<file path="config.mk">
export PLATFORM = sky130hd
export DESIGN_NAME = flash_erase_ctrl
export DESIGN_NICKNAME = d
export VERILOG_FILES = /design/src/rtl/fec_pkg.sv /design/src/rtl/fec_regs.sv /design/src/rtl/fec_seq.sv /design/src/rtl/fec_map.sv /design/src/rtl/flash_erase_ctrl.sv
export SDC_FILE = /design/constraint.sdc
export NUM_CORES = 1
export LEC_CHECK = 0
export ABC_AREA = 1
export BUFFER_PORTS_ARGS = -buffer_cell sky130_fd_sc_hd__buf_4
export CAP_MARGIN = 20
export CORE_ASPECT_RATIO = 0.75
export CORE_MARGIN = 4
export CORE_UTILIZATION = 40
export CTS_CLUSTER_DIAMETER = 120
export DETAILED_ROUTE_END_ITERATION = 10
export PLACE_DENSITY = 0.67
export SLEW_MARGIN = 20
export SYNTH_ARGS = -nofsm -noshare
export SYNTH_HDL_FRONTEND = slang
export SYNTH_SLANG_ARGS = --single-unit
</file>
<file path="constraint.sdc">
create_clock -name clk -period 2.4 [get_ports clk]
set_input_delay 0 -clock clk [delete_from_list [all_inputs] [get_ports clk]]
set_output_delay 0 -clock clk [all_outputs]
set_load 0.005 [all_outputs]
</file>
<file path="src/rtl/fec_pkg.sv">
package fec_pkg;
  localparam logic [7:0] A_BANK  = 8'h10;
  localparam logic [7:0] A_ERASE = 8'h11;
  localparam logic [7:0] A_CTRL  = 8'h12;
  localparam logic [7:0] A_PAGE  = 8'h13;

  localparam logic [7:0] CMD_PAGE = 8'h55;
  localparam logic [7:0] CMD_MASS = 8'hAA;
  localparam logic [7:0] CMD_DONE = 8'h00;

  localparam int CTRL_PWE_BIT  = 0;
  localparam int CTRL_MASS_BIT = 1;

  typedef enum logic [1:0] {ST_IDLE, ST_REQ, ST_RUN} er_state_t;
endpackage

</file>
<file path="src/rtl/fec_regs.sv">
module fec_regs
  import fec_pkg::*;
#(
  parameter int BANK_W = 2,
  parameter int PG_W   = 6
) (
  input  logic              clk,
  input  logic              rst_n,
  input  logic              we,
  input  logic [7:0]        addr,
  input  logic [7:0]        wdata,
  input  logic              irq_en,
  input  logic              take_page,
  input  logic              take_mass,
  input  logic              clear_bank,
  output logic [BANK_W-1:0] bank_q,
  output logic [PG_W-1:0]   pgadr_q,
  output logic              arm_page_q,
  output logic              arm_mass_q,
  output logic              pwe_q,
  output logic [7:0]        rdata
);
  localparam int BANK_PAD = 8 - BANK_W;
  localparam int PG_PAD   = 8 - PG_W;

  logic wr_bank, wr_ctrl, wr_page;
  assign wr_bank = we && (addr == A_BANK);
  assign wr_ctrl = we && (addr == A_CTRL);
  assign wr_page = we && (addr == A_PAGE);

  always_ff @(posedge clk) begin
    if (!rst_n) begin
      bank_q     <= '0;
      pgadr_q    <= '0;
      arm_page_q <= 1'b0;
      arm_mass_q <= 1'b0;
      pwe_q      <= 1'b0;
    end else begin
      if (clear_bank)   bank_q <= '0;
      else if (wr_bank) bank_q <= wdata[BANK_W-1:0];

      if (wr_page) pgadr_q <= wdata[7 -: PG_W];

      if (take_page)    arm_page_q <= 1'b0;
      else if (wr_page) arm_page_q <= 1'b1;

      if (take_mass)    arm_mass_q <= 1'b0;
      else if (wr_ctrl) arm_mass_q <= wdata[CTRL_MASS_BIT];

      if (wr_ctrl && !irq_en) pwe_q <= wdata[CTRL_PWE_BIT];
    end
  end

  always_comb begin
    rdata = 8'h00;
    unique case (addr)
      A_BANK:  rdata = {{BANK_PAD{1'b0}}, bank_q};
      A_CTRL:  rdata = {6'b0, arm_mass_q, pwe_q};
      A_PAGE:  rdata = {pgadr_q, {PG_PAD{1'b0}}};
      default: rdata = 8'h00;
    endcase
  end
endmodule

</file>
<file path="src/rtl/fec_seq.sv">
module fec_seq
  import fec_pkg::*;
#(
  parameter int PG_W  = 6,
  parameter int CNT_W = 8,
  localparam int PAGE_W = PG_W + 1
) (
  input  logic              clk,
  input  logic              rst_n,
  input  logic              wr_cmd,
  input  logic [7:0]        wdata,
  input  logic              arm_page,
  input  logic              arm_mass,
  input  logic              dbg_en,
  input  logic              bank_lsb,
  input  logic [PG_W-1:0]   pgadr,
  input  logic              erase_ready,
  input  logic              flash_done,
  output logic              start_page,
  output logic              start_mass,
  output logic              busy,
  output logic              erase_valid,
  output logic              erase_mass,
  output logic [PAGE_W-1:0] erase_page,
  output logic [CNT_W-1:0]  rej_cnt
);
  localparam logic [CNT_W-1:0] CNT_MAX = '1;

  er_state_t state_q;
  logic      zero_seen_q, done_seen_q;
  logic      idle, zero_wr, reject, fin_zero, fin_done;

  assign idle       = (state_q == ST_IDLE);
  assign start_page = wr_cmd && idle && (wdata == CMD_PAGE) && arm_page;
  assign start_mass = wr_cmd && idle && (wdata == CMD_MASS) && arm_mass && dbg_en;
  assign zero_wr    = wr_cmd && (wdata == CMD_DONE);
  assign reject     = wr_cmd && !zero_wr && !start_page && !start_mass;
  assign fin_zero   = zero_seen_q || zero_wr;
  assign fin_done   = done_seen_q || flash_done;

  always_ff @(posedge clk) begin
    if (!rst_n) begin
      state_q     <= ST_IDLE;
      zero_seen_q <= 1'b0;
      done_seen_q <= 1'b0;
      erase_mass  <= 1'b0;
      erase_page  <= '0;
    end else begin
      unique case (state_q)
        ST_IDLE: begin
          if (start_page || start_mass) begin
            state_q     <= ST_REQ;
            zero_seen_q <= 1'b0;
            done_seen_q <= 1'b0;
            erase_mass  <= start_mass;
            erase_page  <= start_mass ? '0 : {bank_lsb, pgadr};
          end
        end
        ST_REQ: begin
          if (zero_wr) zero_seen_q <= 1'b1;
          if (erase_ready) state_q <= ST_RUN;
        end
        ST_RUN: begin
          if (fin_zero && fin_done) begin
            state_q <= ST_IDLE;
          end else begin
            zero_seen_q <= fin_zero;
            done_seen_q <= fin_done;
          end
        end
        default: state_q <= ST_IDLE;
      endcase
    end
  end

  always_ff @(posedge clk) begin
    if (!rst_n)                          rej_cnt <= '0;
    else if (reject && rej_cnt != CNT_MAX) rej_cnt <= rej_cnt + 1'b1;
  end

  assign busy        = !idle;
  assign erase_valid = (state_q == ST_REQ);
endmodule

</file>
<file path="src/rtl/fec_map.sv">
module fec_map #(
  parameter int BANK_W = 2,
  parameter int CPU_AW = 16,
  localparam int LOW_W    = CPU_AW - 1,
  localparam int FLASH_AW = BANK_W + LOW_W
) (
  input  logic [CPU_AW-1:0]   cpu_addr,
  input  logic [BANK_W-1:0]   bank,
  input  logic                xwr_req,
  input  logic                pwe,
  output logic [FLASH_AW-1:0] flash_addr,
  output logic                flash_wr,
  output logic                xram_wr
);
  logic upper;
  assign upper      = cpu_addr[CPU_AW-1];
  assign flash_addr = upper ? {bank, cpu_addr[LOW_W-1:0]}
                            : {{BANK_W{1'b0}}, cpu_addr[LOW_W-1:0]};
  assign flash_wr   = xwr_req && pwe;
  assign xram_wr    = xwr_req && !pwe;
endmodule

</file>
<file path="src/rtl/flash_erase_ctrl.sv">
module flash_erase_ctrl
  import fec_pkg::*;
#(
  parameter int BANK_W = 2,
  parameter int PG_W   = 6,
  parameter int CPU_AW = 16,
  parameter int CNT_W  = 8,
  localparam int FLASH_AW = BANK_W + CPU_AW - 1,
  localparam int PAGE_W   = PG_W + 1
) (
  input  logic                clk,
  input  logic                rst_n,
  input  logic                sfr_we,
  input  logic [7:0]          sfr_addr,
  input  logic [7:0]          sfr_wdata,
  output logic [7:0]          sfr_rdata,
  input  logic                irq_en,
  input  logic                dbg_en,
  input  logic [CPU_AW-1:0]   cpu_addr,
  input  logic                xwr_req,
  output logic [FLASH_AW-1:0] flash_addr,
  output logic                flash_wr,
  output logic                xram_wr,
  output logic                erase_valid,
  input  logic                erase_ready,
  output logic                erase_mass,
  output logic [PAGE_W-1:0]   erase_page,
  input  logic                flash_done,
  output logic                busy,
  output logic                arm_page,
  output logic                arm_mass,
  output logic [CNT_W-1:0]    rej_cnt
);
  logic [BANK_W-1:0] bank_q;
  logic [PG_W-1:0]   pgadr_q;
  logic              pwe_q;
  logic              start_page, start_mass, wr_cmd;

  assign wr_cmd = sfr_we && (sfr_addr == A_ERASE);

  fec_regs #(.BANK_W(BANK_W), .PG_W(PG_W)) u_regs (
    .clk        (clk),
    .rst_n      (rst_n),
    .we         (sfr_we),
    .addr       (sfr_addr),
    .wdata      (sfr_wdata),
    .irq_en     (irq_en),
    .take_page  (start_page),
    .take_mass  (start_mass),
    .clear_bank (start_page || start_mass),
    .bank_q     (bank_q),
    .pgadr_q    (pgadr_q),
    .arm_page_q (arm_page),
    .arm_mass_q (arm_mass),
    .pwe_q      (pwe_q),
    .rdata      (sfr_rdata)
  );

  fec_seq #(.PG_W(PG_W), .CNT_W(CNT_W)) u_seq (
    .clk         (clk),
    .rst_n       (rst_n),
    .wr_cmd      (wr_cmd),
    .wdata       (sfr_wdata),
    .arm_page    (arm_page),
    .arm_mass    (arm_mass),
    .dbg_en      (dbg_en),
    .bank_lsb    (bank_q[0]),
    .pgadr       (pgadr_q),
    .erase_ready (erase_ready),
    .flash_done  (flash_done),
    .start_page  (start_page),
    .start_mass  (start_mass),
    .busy        (busy),
    .erase_valid (erase_valid),
    .erase_mass  (erase_mass),
    .erase_page  (erase_page),
    .rej_cnt     (rej_cnt)
  );

  fec_map #(.BANK_W(BANK_W), .CPU_AW(CPU_AW)) u_map (
    .cpu_addr   (cpu_addr),
    .bank       (bank_q),
    .xwr_req    (xwr_req),
    .pwe        (pwe_q),
    .flash_addr (flash_addr),
    .flash_wr   (flash_wr),
    .xram_wr    (xram_wr)
  );
endmodule

</file>
==> flow_summary.toml <==
[global_routing]
grt_pass1_vias = 1772
antenna_found_initial = 0
grt_pass1_wl_um = 8121
grt_usage_pct = 17.10
grt-ovfl-total = 0
grt_max_degree = 15

[placement]
place_area_um2 = 2337
portBuffers = 56
post-dp-hpwl_um = 3767
gp_congestion = 0.8353

[yosys]
async_flop_share_pct = 0
synth_area_um2 = 1971
synth_cell_types = 37
yosysWarnings = 0
synth.net_count = 307
synthFlopType = "dfxtp_1"
synth_cells = 263
synth-edff-count = 0
syn_area_per_cell_um2 = 7.493
ys_ff_latch = 31
ys_seq_area_share_pct = 31.49

[flow_run]
cap_violations = 0

[final_layout]
n_antenna_cell = 0
num-nets-final = 355
drive_gt1_share_pct = 34.62
syn2layout_area_growth_pct = 23.75
mostFrequentLayoutCell = "buf_4"
final_area_um2 = 2439
final_cell_mix = "57 x buf_4, 40 x nor2_1, 36 x nand2_1"

[critical_path]
r2r_slack_ns = 0.71
cp_slowest_stage_delay_ns = 0.38
reg2reg_depth = 9
worst-endpoint-arrival_ns = 1.88
path_depth = 9
cp_max_fo = 7
crit_slowest_cell = "dfxtp_1"
path_class = "flop to flop"
cp-end-kind = "flop"
path_cells = "ha_1 > nand3_1 > nor2_1 > nand3_2 > and3b_1 > nand3_1 > nand2_1 > nand2_1 > nor2_1"
startpoint_type = "flop"
cpLargestDelayFamily = "simple AND/OR/NAND/NOR gates"
crit_required_ns = 2.59
cp_num_buf_inv = 0

[pwr]
swShare_pct = 33.72
ir_drop_mv = 0.2756
p_per_area_nw_per_um2 = 564.3
leakagePower_uw = 0.001020
clockPowerShare_pct = 29.3
seq_power_share_pct = 39.9
power_switching_uw = 464.1
p_int_uw = 912.0
combPwrFrac_pct = 30.8

[sta]
worst_pin_slew_ns = 0.2994
fmax_mhz = 590.9
slew_headroom_pct = 79.97
skew_ns = 0.007053
fin_crit_ns = 1.692
period_share_pct = 70.51
setup_viol = 0
finalMaxSlewViolations = 0
rsz0062_at_grt = "no"
finalHoldViolations = 0
setup_tns_ns = 0

[route]
drt-initial-drc-count = 81
ant_nets = 0
wl_um = 4877
vias_per_cell = 4.897
wl_per_cell_um = 13.22
dr.pass1.iters = 4
vias = 1807
drc = 0

[clocking]
cts_setup_buffers = 0
cts_sinks = 31
htreeDepth = 2
root_buffer = "clkbuf_8"
clk_latency_ns = 0.29
cts_hold_buf = 2
cts_buffers = 5
ctsResizeCount = 0
path_clk_slew_ns = 0.07
tritoncts = "built"
cts_buffer_depth = 2

[floorplanning]
die_x_um = 89.05
coreArea_um2 = 4598
die_h_um = 68.79
row_count = 21
io_pins = 87
die-area_um2 = 6125
initial_core_util_pct = 42.86

[hold_path]
holdPathStages = 0
holdCritPathClass = "input pin to primary output"

[status]
status = "finished, final reports clean"
-- synth_stat cells (5+ instances only) --
master	count	area [µm²]
nor2_4	7	78.83
nor2_1	40	150.1
inv_2	6	22.52
a21oi_2	5	43.79
nand2_2	7	43.79
nand2_1	36	135.1
inv_1	28	105.1
dfxtp_1	31	620.6
a21oi_1	9	45.04
nand3_2	6	60.06
a211oi_1	7	52.55
nand3_1	15	75.07
buf_4	15	112.6
nand4_1	12	75.07
-- metal layers --
layer	wire, µm	track usage [%]
met1	2434	23.14
met2	1983	26.02
met3	396	4.632
met4	63	6.506
met5	0	0
-- worst paths after layout --
kind,from,endpoint
setup / recovery,u_seq.rej_cnt[1],u_seq.rej_cnt[5]
hold / removal,cpu_addr[6],flash_addr[6]
setup reg to reg,u_seq.rej_cnt[1],u_seq.rej_cnt[5]
hold reg to reg,u_seq.done_seen_q,u_seq.done_seen_q
-- state kept, by name, indices dropped and copies added (netlist names) --
signal / count
u_seq.erase_page: 7
u_regs.arm_mass_q: 1
u_seq.done_seen_q: 1
u_seq.erase_mass: 1
u_regs.pgadr_q: 6
u_seq.rej_cnt: 8
u_regs.pwe_q: 1
u_regs.bank_q: 2
u_seq.state_q: 2
u_regs.arm_page_q: 1
u_seq.zero_seen_q: 1
-- power groups by stage --
| stage | Combinational (µW) | Clock [µW] | Sequential (µW) |
|---|---|---|---|
| final | 424 | 403 | 549 |
| after CTS | 425 | 410 | 549 |
| after global routing | 483 | 435 | 552 |
| after global placement | 411 | 0 | 560 |
| after floorplan | 305 | 0 | 559 |
| after detailed placement | 421 | 0 | 560 |
-- kinds of logic (layout without fill, tap and decap cells) --
logic type | after synthesis | in the layout | share of synthesized area, %
buffers and inverters | 54 | 103 | 13.65
adders and majority gates | 4 | 4 | 2.540
DFF | 31 | 31 | 31.49
and+or+nand+nor | 135 | 135 | 37.52
xor gates and xnor gates | 5 | 5 | 2.223
AOI/OAI and AO/OA | 34 | 34 | 12.57
-- per-stage QoR --
step	hold slack (ns)	total power [µW]	worst slack (ns)	util, %	instances
after floorplan	0.06694	863.5	0.8845	-	263
after global placement	0.00003458	971.1	0.8251	50.83	359
after detailed placement	0.00003458	981.4	0.7382	50.83	359
after CTS	0.00003458	1383	0.7186	53.03	369
after global routing	0.000008927	1470	0.5547	53.03	369
final	0.000001982	1376	0.7077	53.03	369
-- worst reg2reg max path, stage by stage, from the launching register on --
cell and delay, ns:
dfxtp_1 0.38, ha_1 0.22, nand3_1 0.09, nor2_1 0.18, nand3_2 0.21, and3b_1 0.25, nand3_1 0.12, nand2_1 0.06
nand2_1 0.05, nor2_1 0.03
-- layout make-up --
class / instances / area [µm²]
repair buffers: 59 / 447.9
flip-flops and latches: 31 / 620.6
clock inverters: 1 / 5.005
well taps: 57 / 71.32
fillers: 467 / 2160
clock buffers: 7 / 76.32
multi-input cells: 178 / 1081
inverters: 36 / 136.4
(Power assumes the default switching activity.)
